$ cat config.mk
export PLATFORM = sky130hd
export DESIGN_NAME = acap_top
export DESIGN_NICKNAME = d
export VERILOG_FILES = /design/src/rtl/acap_pkg.sv /design/src/rtl/acap_packer.sv /design/src/rtl/acap_ptr_bank.sv /design/src/rtl/acap_wr_port.sv /design/src/rtl/acap_top.sv
export SDC_FILE = /design/constraint.sdc
export NUM_CORES = 1
export LEC_CHECK = 0
export ABC_AREA = 0
export CAP_MARGIN = 5
export CORE_UTILIZATION = 60
export CTS_BUF_LIST = sky130_fd_sc_hd__clkbuf_2 sky130_fd_sc_hd__clkbuf_4 sky130_fd_sc_hd__clkbuf_8
export CTS_CLUSTER_SIZE = 28
export DETAILED_ROUTE_END_ITERATION = 8
export DONT_BUFFER_PORTS = 1
export HOLD_SLACK_MARGIN = 0.05
export PLACE_DENSITY_LB_ADDON = 0.3
export SETUP_SLACK_MARGIN = 0.05
export SYNTH_ARGS = -nofsm -noshare
export SYNTH_HDL_FRONTEND = slang
export SYNTH_SLANG_ARGS = --single-unit
$ cat constraint.sdc
create_clock -name clk -period 8.22 [get_ports clk]
set_input_delay 1.233 -clock clk [delete_from_list [all_inputs] [get_ports clk]]
set_output_delay 1.233 -clock clk [all_outputs]
set_load 0.1 [all_outputs]
$ cat src/rtl/acap_pkg.sv
package acap_pkg;
  typedef enum logic [1:0] {
    ST_IDLE  = 2'd0,
    ST_RUN   = 2'd1,
    ST_DRAIN = 2'd2
  } acap_state_e;
endpackage

$ cat src/rtl/acap_packer.sv
module acap_packer #(
  parameter int SW = 16
) (
  input  logic          clk,
  input  logic          rst,
  input  logic          flush,
  input  logic          en,
  input  logic          stereo,
  input  logic [SW-1:0] left,
  input  logic [SW-1:0] right,
  output logic          word_v,
  output logic [2*SW-1:0] word
);
  logic          half_v_q;
  logic [SW-1:0] half_q;

  always_ff @(posedge clk) begin
    if (rst || flush) begin
      half_v_q <= 1'b0;
      half_q   <= '0;
    end else if (en && !stereo) begin
      half_v_q <= !half_v_q;
      if (!half_v_q) half_q <= left;
    end
  end

  always_comb begin
    word_v = en && (stereo || half_v_q);
    word   = stereo ? {right, left} : {left, half_q};
  end
endmodule

$ cat src/rtl/acap_ptr_bank.sv
module acap_ptr_bank #(
  parameter int AW   = 32,
  parameter int CW   = 16,
  parameter int STEP = 4
) (
  input  logic          clk,
  input  logic          rst,
  input  logic          ptr_we,
  input  logic [AW-1:0] ptr_wdata,
  input  logic [CW-1:0] cfg_max,
  input  logic          latch,
  input  logic          commit,
  output logic [AW-1:0] wr_addr,
  output logic [AW-1:0] active_ptr,
  output logic [CW-1:0] count,
  output logic          boundary
);
  logic [AW-1:0] shadow_q, active_q, off_q;
  logic [CW-1:0] max_q, cnt_q;
  logic [CW:0]   cnt_next;

  assign cnt_next = {1'b0, cnt_q} + (CW+1)'(2);
  assign boundary = commit && (cnt_next >= {1'b0, max_q});

  always_ff @(posedge clk) begin
    if (rst) begin
      shadow_q <= '0;
      active_q <= '0;
      off_q    <= '0;
      max_q    <= '0;
      cnt_q    <= '0;
    end else begin
      if (ptr_we) shadow_q <= ptr_wdata;
      if (latch || boundary) begin
        active_q <= shadow_q;
        max_q    <= cfg_max;
        cnt_q    <= '0;
        off_q    <= '0;
      end else if (commit) begin
        cnt_q <= cnt_next[CW-1:0];
        off_q <= off_q + AW'(STEP);
      end
    end
  end

  assign wr_addr    = active_q + off_q;
  assign active_ptr = active_q;
  assign count      = cnt_q;
endmodule

$ cat src/rtl/acap_wr_port.sv
module acap_wr_port #(
  parameter int AW = 32,
  parameter int DW = 32
) (
  input  logic          clk,
  input  logic          rst,
  input  logic          load,
  input  logic [AW-1:0] addr,
  input  logic [DW-1:0] data,
  input  logic          mem_ready,
  output logic          mem_valid,
  output logic [AW-1:0] mem_addr,
  output logic [DW-1:0] mem_data,
  output logic          free
);
  always_ff @(posedge clk) begin
    if (rst) begin
      mem_valid <= 1'b0;
      mem_addr  <= '0;
      mem_data  <= '0;
    end else if (load) begin
      mem_valid <= 1'b1;
      mem_addr  <= addr;
      mem_data  <= data;
    end else if (mem_ready) begin
      mem_valid <= 1'b0;
    end
  end

  assign free = !mem_valid || mem_ready;
endmodule

$ cat src/rtl/acap_top.sv
module acap_top #(
  parameter int AW = 32,
  parameter int CW = 16,
  parameter int SW = 16
) (
  input  logic            clk,
  input  logic            rst,
  input  logic            ptr_we,
  input  logic [AW-1:0]   ptr_wdata,
  input  logic [CW-1:0]   maxcnt,
  input  logic            stereo_mode,
  input  logic            start_cmd,
  input  logic            stop_cmd,
  input  logic            smp_valid,
  input  logic [SW-1:0]   smp_left,
  input  logic [SW-1:0]   smp_right,
  output logic            mem_valid,
  output logic [AW-1:0]   mem_addr,
  output logic [2*SW-1:0] mem_data,
  input  logic            mem_ready,
  output logic            evt_started,
  output logic            evt_end,
  output logic            sts_overflow,
  output logic [AW-1:0]   sts_active_ptr,
  output logic [CW-1:0]   sts_count
);
  import acap_pkg::*;

  localparam int DW   = 2 * SW;
  localparam int STEP = DW / 8;

  acap_state_e state_q;
  logic        stereo_q;
  logic        start_go, stop_go, pk_en, flush;
  logic        word_v, free, commit, boundary;
  logic [DW-1:0] word;
  logic [AW-1:0] wr_addr;

  assign start_go = (state_q == ST_IDLE) && start_cmd && (maxcnt != '0);
  assign stop_go  = (state_q == ST_RUN) && stop_cmd;
  assign pk_en    = (state_q == ST_RUN) && !stop_cmd && smp_valid;
  assign flush    = start_go || stop_go;
  assign commit   = word_v && free;

  acap_packer #(.SW(SW)) u_packer (
    .clk    (clk),
    .rst    (rst),
    .flush  (flush),
    .en     (pk_en),
    .stereo (stereo_q),
    .left   (smp_left),
    .right  (smp_right),
    .word_v (word_v),
    .word   (word)
  );

  acap_ptr_bank #(.AW(AW), .CW(CW), .STEP(STEP)) u_ptr (
    .clk        (clk),
    .rst        (rst),
    .ptr_we     (ptr_we),
    .ptr_wdata  (ptr_wdata),
    .cfg_max    (maxcnt),
    .latch      (start_go),
    .commit     (commit),
    .wr_addr    (wr_addr),
    .active_ptr (sts_active_ptr),
    .count      (sts_count),
    .boundary   (boundary)
  );

  acap_wr_port #(.AW(AW), .DW(DW)) u_wr (
    .clk       (clk),
    .rst       (rst),
    .load      (commit),
    .addr      (wr_addr),
    .data      (word),
    .mem_ready (mem_ready),
    .mem_valid (mem_valid),
    .mem_addr  (mem_addr),
    .mem_data  (mem_data),
    .free      (free)
  );

  always_ff @(posedge clk) begin
    if (rst) begin
      state_q      <= ST_IDLE;
      stereo_q     <= 1'b0;
      evt_started  <= 1'b0;
      evt_end      <= 1'b0;
      sts_overflow <= 1'b0;
    end else begin
      evt_started <= start_go || boundary;
      evt_end     <= boundary || ((state_q == ST_DRAIN) && !mem_valid);
      if (start_go)
        sts_overflow <= 1'b0;
      else if (word_v && !free)
        sts_overflow <= 1'b1;
      case (state_q)
        ST_IDLE: if (start_go) begin
          state_q  <= ST_RUN;
          stereo_q <= stereo_mode;
        end
        ST_RUN:   if (stop_go) state_q <= ST_DRAIN;
        ST_DRAIN: if (!mem_valid) state_q <= ST_IDLE;
        default:  state_q <= ST_IDLE;
      endcase
    end
  end
endmodule

==> results.md <==
- Relative slew slack: 23.38%
- Leakage power: 0.004059 uW
- Power density over cell area: 203.7 nW/um^2
- Half-perimeter wire length after placement: 16.16 mm
- Overflow after GRT: 0
- Start-to-end type of the worst setup path: reg2reg
- Total number of nets in the final design: 1320
- Power share of the clock group: 43.7%
- Result of the run: complete, no violations
- Vias after detailed routing: 8224
- Maximum number of pins on one net before global-route repair: 153
- Type of the tightest min-delay check: reg2reg
- Kind of end point of the critical path: flop
- Slew @ Worst Pin: 1.148 ns
- Number of buffers inserted during clock tree synthesis: 36
- CP max FO: 49
- Count of cells resized by post-cts repair: 0
- Top Metal Used: met4
- Final Hold Fails: 0
- Synthesized cell area: 10050 sq um
- Relative contribution of sequential cells to total power: 51.4%
- IO Port Bufs: 0
- Cell row count: 46
- Share of flip-flops with an asynchronous set or reset: 0%
- Area occupied by multi-input gates: 5403 sq um
- Initial DRT Pass Iterations: 5
- Final setup fails: 0
- Number of nets still failing antenna checks after routing: 0
- Die Footprint: 17280 sq um
- Flops & latches, synth: 213
- Post-Syn Nets: 1351
- ANT cells: 0
- Routability cong.: 0.8279
- Part of the Yosys area used for sequential elements: 42.42%
- Share of total power consumed by net switching: 24.94%
- Number of remaining DRC errors: 0
- Wl on met1: 10.19 mm
- TNS Setup: 0 ns
- Max-capacitance violation count: 0
- Top post-synthesis cells by area: sky130_fd_sc_hd__dfxtp_1 42%, sky130_fd_sc_hd__nand2_1 8.7%, sky130_fd_sc_hd__mux2i_1 6.6%, sky130_fd_sc_hd__a21oi_1 6.4%, sky130_fd_sc_hd__ha_1 5.7%
- Time the final worst path needs with I/O delays and setup: 5.396 ns
- Total routed wirelength: 23.53 mm
- Final worst path period share: 65.64%
- Die Span X: 131.4 um
- Seq. cell area: 4265 sq um
- Clock Pin Slew Worst Setup and Hold Paths: 0.06 ns
- Number of buffers on the longest clock path: 3
- Instance area after placement: 10070 sq um
- Mean number of vias per cell: 5.783
- Height of the die: 131.4 um
- Post-route clock skew: 0.01849 ns
- Worst-skew pair later-pin latency: 0.52 ns
- Sinks on the clock net: 213
- Hold Path Stages: 2
- Share of layout cells above drive strength 1: 6.385%
- Most frequently used flop master after synthesis: sky130_fd_sc_hd__dfxtp_1
- Initial core utilization: 62.38%
- Startpoint kind of the worst setup timing path: flop
- Post-Syn Area per Cell: 8.267 sq um
- Area share of the largest cell type after synthesis: 42.42%
- Hold buffer count at cts: 0
- Starting DRT DRC Count: 463
- Length of routed met2 wiring: 10.83 mm
- Area of all placed cells without fillers: 10820 sq um
- Maximum resistive drop on vdd: 0.0001647 V
- H-tree levels: 2
- Library cell with the largest summed area after synthesis: sky130_fd_sc_hd__dfxtp_1
- Worst reg-to-reg path cell count: 16
- First-pass GRT wire length: 38.06 mm
- Number of antenna violations at the first check in global routing: 0
- Area delta synth->final: 7.618%
- Global router's overall resource usage: 26.64%
- Achievable frequency: 185.3 MHz
- Top-Level Pins: 204
- Net Sw Power: 549.5 uW
- Data arrival time of the critical path: 5.83 ns
- Core area: 16120 sq um
- Count of mapped cells out of synthesis: 1216
- DR WL met3: 1.894 mm
- Buffer type at the clock tree root: sky130_fd_sc_hd__clkbuf_8
- Slew Viols, Final: 0
- Internal portion of total power: 1654 uW
- Required @ worst endpoint: 8.66 ns
- Fillers: 1338
- Power share of the combinational group: 4.9%
- Final routed wire length divided by cell count: 16.55 um
- Via count of the first global-routing pass: 7644
- RSZ-0062 raised after global routing: false
- Number of library cell types mapped by synthesis: 54
- Clock tree from TritonCTS: built
- Count of synthesis-stage warnings from yosys: 0
- Number of setup buffers added after CTS: 0
- EDFF count, synth: 0
cells in the mapped netlist, types with 18 or more instances:
cell / count
sky130_fd_sc_hd__a21oi_1: 129
sky130_fd_sc_hd__nand2_1: 234
sky130_fd_sc_hd__nand3_1: 18
sky130_fd_sc_hd__xnor2_1: 34
sky130_fd_sc_hd__a211oi_1: 36
sky130_fd_sc_hd__mux2i_1: 66
sky130_fd_sc_hd__o21ai_0: 27
sky130_fd_sc_hd__nor2_1: 130
sky130_fd_sc_hd__inv_1: 25
sky130_fd_sc_hd__ha_1: 46
sky130_fd_sc_hd__xor2_1: 39
sky130_fd_sc_hd__clkbuf_1: 60
sky130_fd_sc_hd__dfxtp_1: 213
cells by family (layout without fill, tap and decap cells):
family | after synthesis | after routing | share of synthesized area, %
muxes | 66 | 66 | 6.572
and+or+nand+nor | 472 | 472 | 20.48
xor gates and xnor gates | 73 | 73 | 6.361
other | 1 | 1 | 0.03731
adders and majority gates | 47 | 47 | 5.925
DFF | 213 | 213 | 42.42
buffers and inverters | 100 | 90 | 3.971
AOI/OAI and AO/OA | 244 | 244 | 14.24
state kept, by name (all words and copies together), names as in the netlist, 2 cells and up:
register / flops
u_wr.mem_data: 32
u_ptr.active_ptr: 32
u_ptr.max_q: 16
state_q: 2
u_wr.mem_addr: 32
u_ptr.shadow_q: 32
u_ptr.off_q: 30
u_ptr.count: 15
u_packer.half_q: 16
stage by stage:
step                power, uW  hold slack (ns)  worst slack [ns]  cells  util [%]
finish                   2204           0.4461             2.824   1422     67.13
global route             2286           0.4577             2.382   1422     67.13
CTS                      2224           0.4475             2.764   1422     67.13
detailed placement       1263           0.4399             2.835   1363     62.51
global placement         1259           0.4316             2.996   1363     62.51
floorplan                1253           0.4312             3.544   1216         -
worst max-delay path, stage by stage, from the launching register on:
cell                       delay, ns
sky130_fd_sc_hd__dfxtp_1        1.04
sky130_fd_sc_hd__ha_1           0.36
sky130_fd_sc_hd__nand3_1        0.16
sky130_fd_sc_hd__nor2_1         0.27
sky130_fd_sc_hd__and3_1         0.25
sky130_fd_sc_hd__nand3_1        0.16
sky130_fd_sc_hd__nor2_1         0.28
sky130_fd_sc_hd__nand3_1        0.16
sky130_fd_sc_hd__xnor2_1        0.22
sky130_fd_sc_hd__ha_1           0.33
sky130_fd_sc_hd__and3_1         0.19
sky130_fd_sc_hd__a221oi_1       0.26
sky130_fd_sc_hd__a21oi_1        0.09
sky130_fd_sc_hd__a31oi_1        0.30
sky130_fd_sc_hd__and2_2         0.88
sky130_fd_sc_hd__nand2_1        0.15
sky130_fd_sc_hd__a21oi_1        0.19
final cells by class:
class                           count  area share [%]
Timing Repair Buffer                5          0.3470
Clock buffer                       55           6.650
Clock inverter                      4          0.2313
Inverter                           26          0.9021
Sequential cell                   213           39.43
Tap cell                          216           2.498
Multi-Input combinational cell    903           49.94
power groups by stage:
| stage | logic (uW) | clock network (uW) | registers, uW |
|---|---|---|---|
| floorplan | 109 | 0 | 1140 |
| global placement | 104 | 0 | 1150 |
| detailed placement | 108 | 0 | 1160 |
| CTS | 108 | 982 | 1130 |
| global route | 121 | 1030 | 1140 |
| finish | 108 | 962 | 1130 |
layout by cell type, fill, tap and decap left out, types with 4 or more instances in the layout:
cell type / Yosys / layout
sky130_fd_sc_hd__nand2_1: 234 / 233
sky130_fd_sc_hd__dfxtp_1: 213 / 212
sky130_fd_sc_hd__nor2_1: 130 / 130
sky130_fd_sc_hd__a21oi_1: 129 / 129
sky130_fd_sc_hd__mux2i_1: 66 / 66
sky130_fd_sc_hd__clkbuf_8: 0 / 49
sky130_fd_sc_hd__ha_1: 46 / 46
sky130_fd_sc_hd__xor2_1: 39 / 39
sky130_fd_sc_hd__a211oi_1: 36 / 36
sky130_fd_sc_hd__xnor2_1: 34 / 34
sky130_fd_sc_hd__o21ai_0: 27 / 27
sky130_fd_sc_hd__inv_1: 25 / 25
sky130_fd_sc_hd__nand3_1: 18 / 18
sky130_fd_sc_hd__and3_1: 16 / 16
sky130_fd_sc_hd__nand4_1: 16 / 16
sky130_fd_sc_hd__or3_1: 9 / 9
sky130_fd_sc_hd__a21o_1: 8 / 8
sky130_fd_sc_hd__a31oi_1: 8 / 8
sky130_fd_sc_hd__nor2b_1: 7 / 7
sky130_fd_sc_hd__nor3_1: 8 / 6
sky130_fd_sc_hd__clkbuf_4: 0 / 6
sky130_fd_sc_hd__nor4_1: 5 / 5
sky130_fd_sc_hd__o21ai_1: 5 / 5
sky130_fd_sc_hd__o21a_1: 5 / 5
sky130_fd_sc_hd__and2_1: 6 / 5
sky130_fd_sc_hd__o211ai_1: 5 / 5
sky130_fd_sc_hd__buf_4: 4 / 5
sky130_fd_sc_hd__o21bai_1: 4 / 4
path summary, 6_finish.rpt:
kind                           to  slack (ns)          startpoint
max                u_ptr.max_q[0]        2.82      u_ptr.count[1]
min          u_ptr.active_ptr[11]        0.45  u_ptr.shadow_q[11]
max reg2reg        u_ptr.max_q[0]        2.82      u_ptr.count[1]
min reg2reg  u_ptr.active_ptr[11]        0.45  u_ptr.shadow_q[11]
layer usage:
metal	GRT usage [%]	up-vias
met1	33.64	3815
met2	42.86	255
li1	-	4106
met3	7.870	48
met5	0	-
met4	9.819	0
No activity file was read; power rests on OpenSTA's default activity.
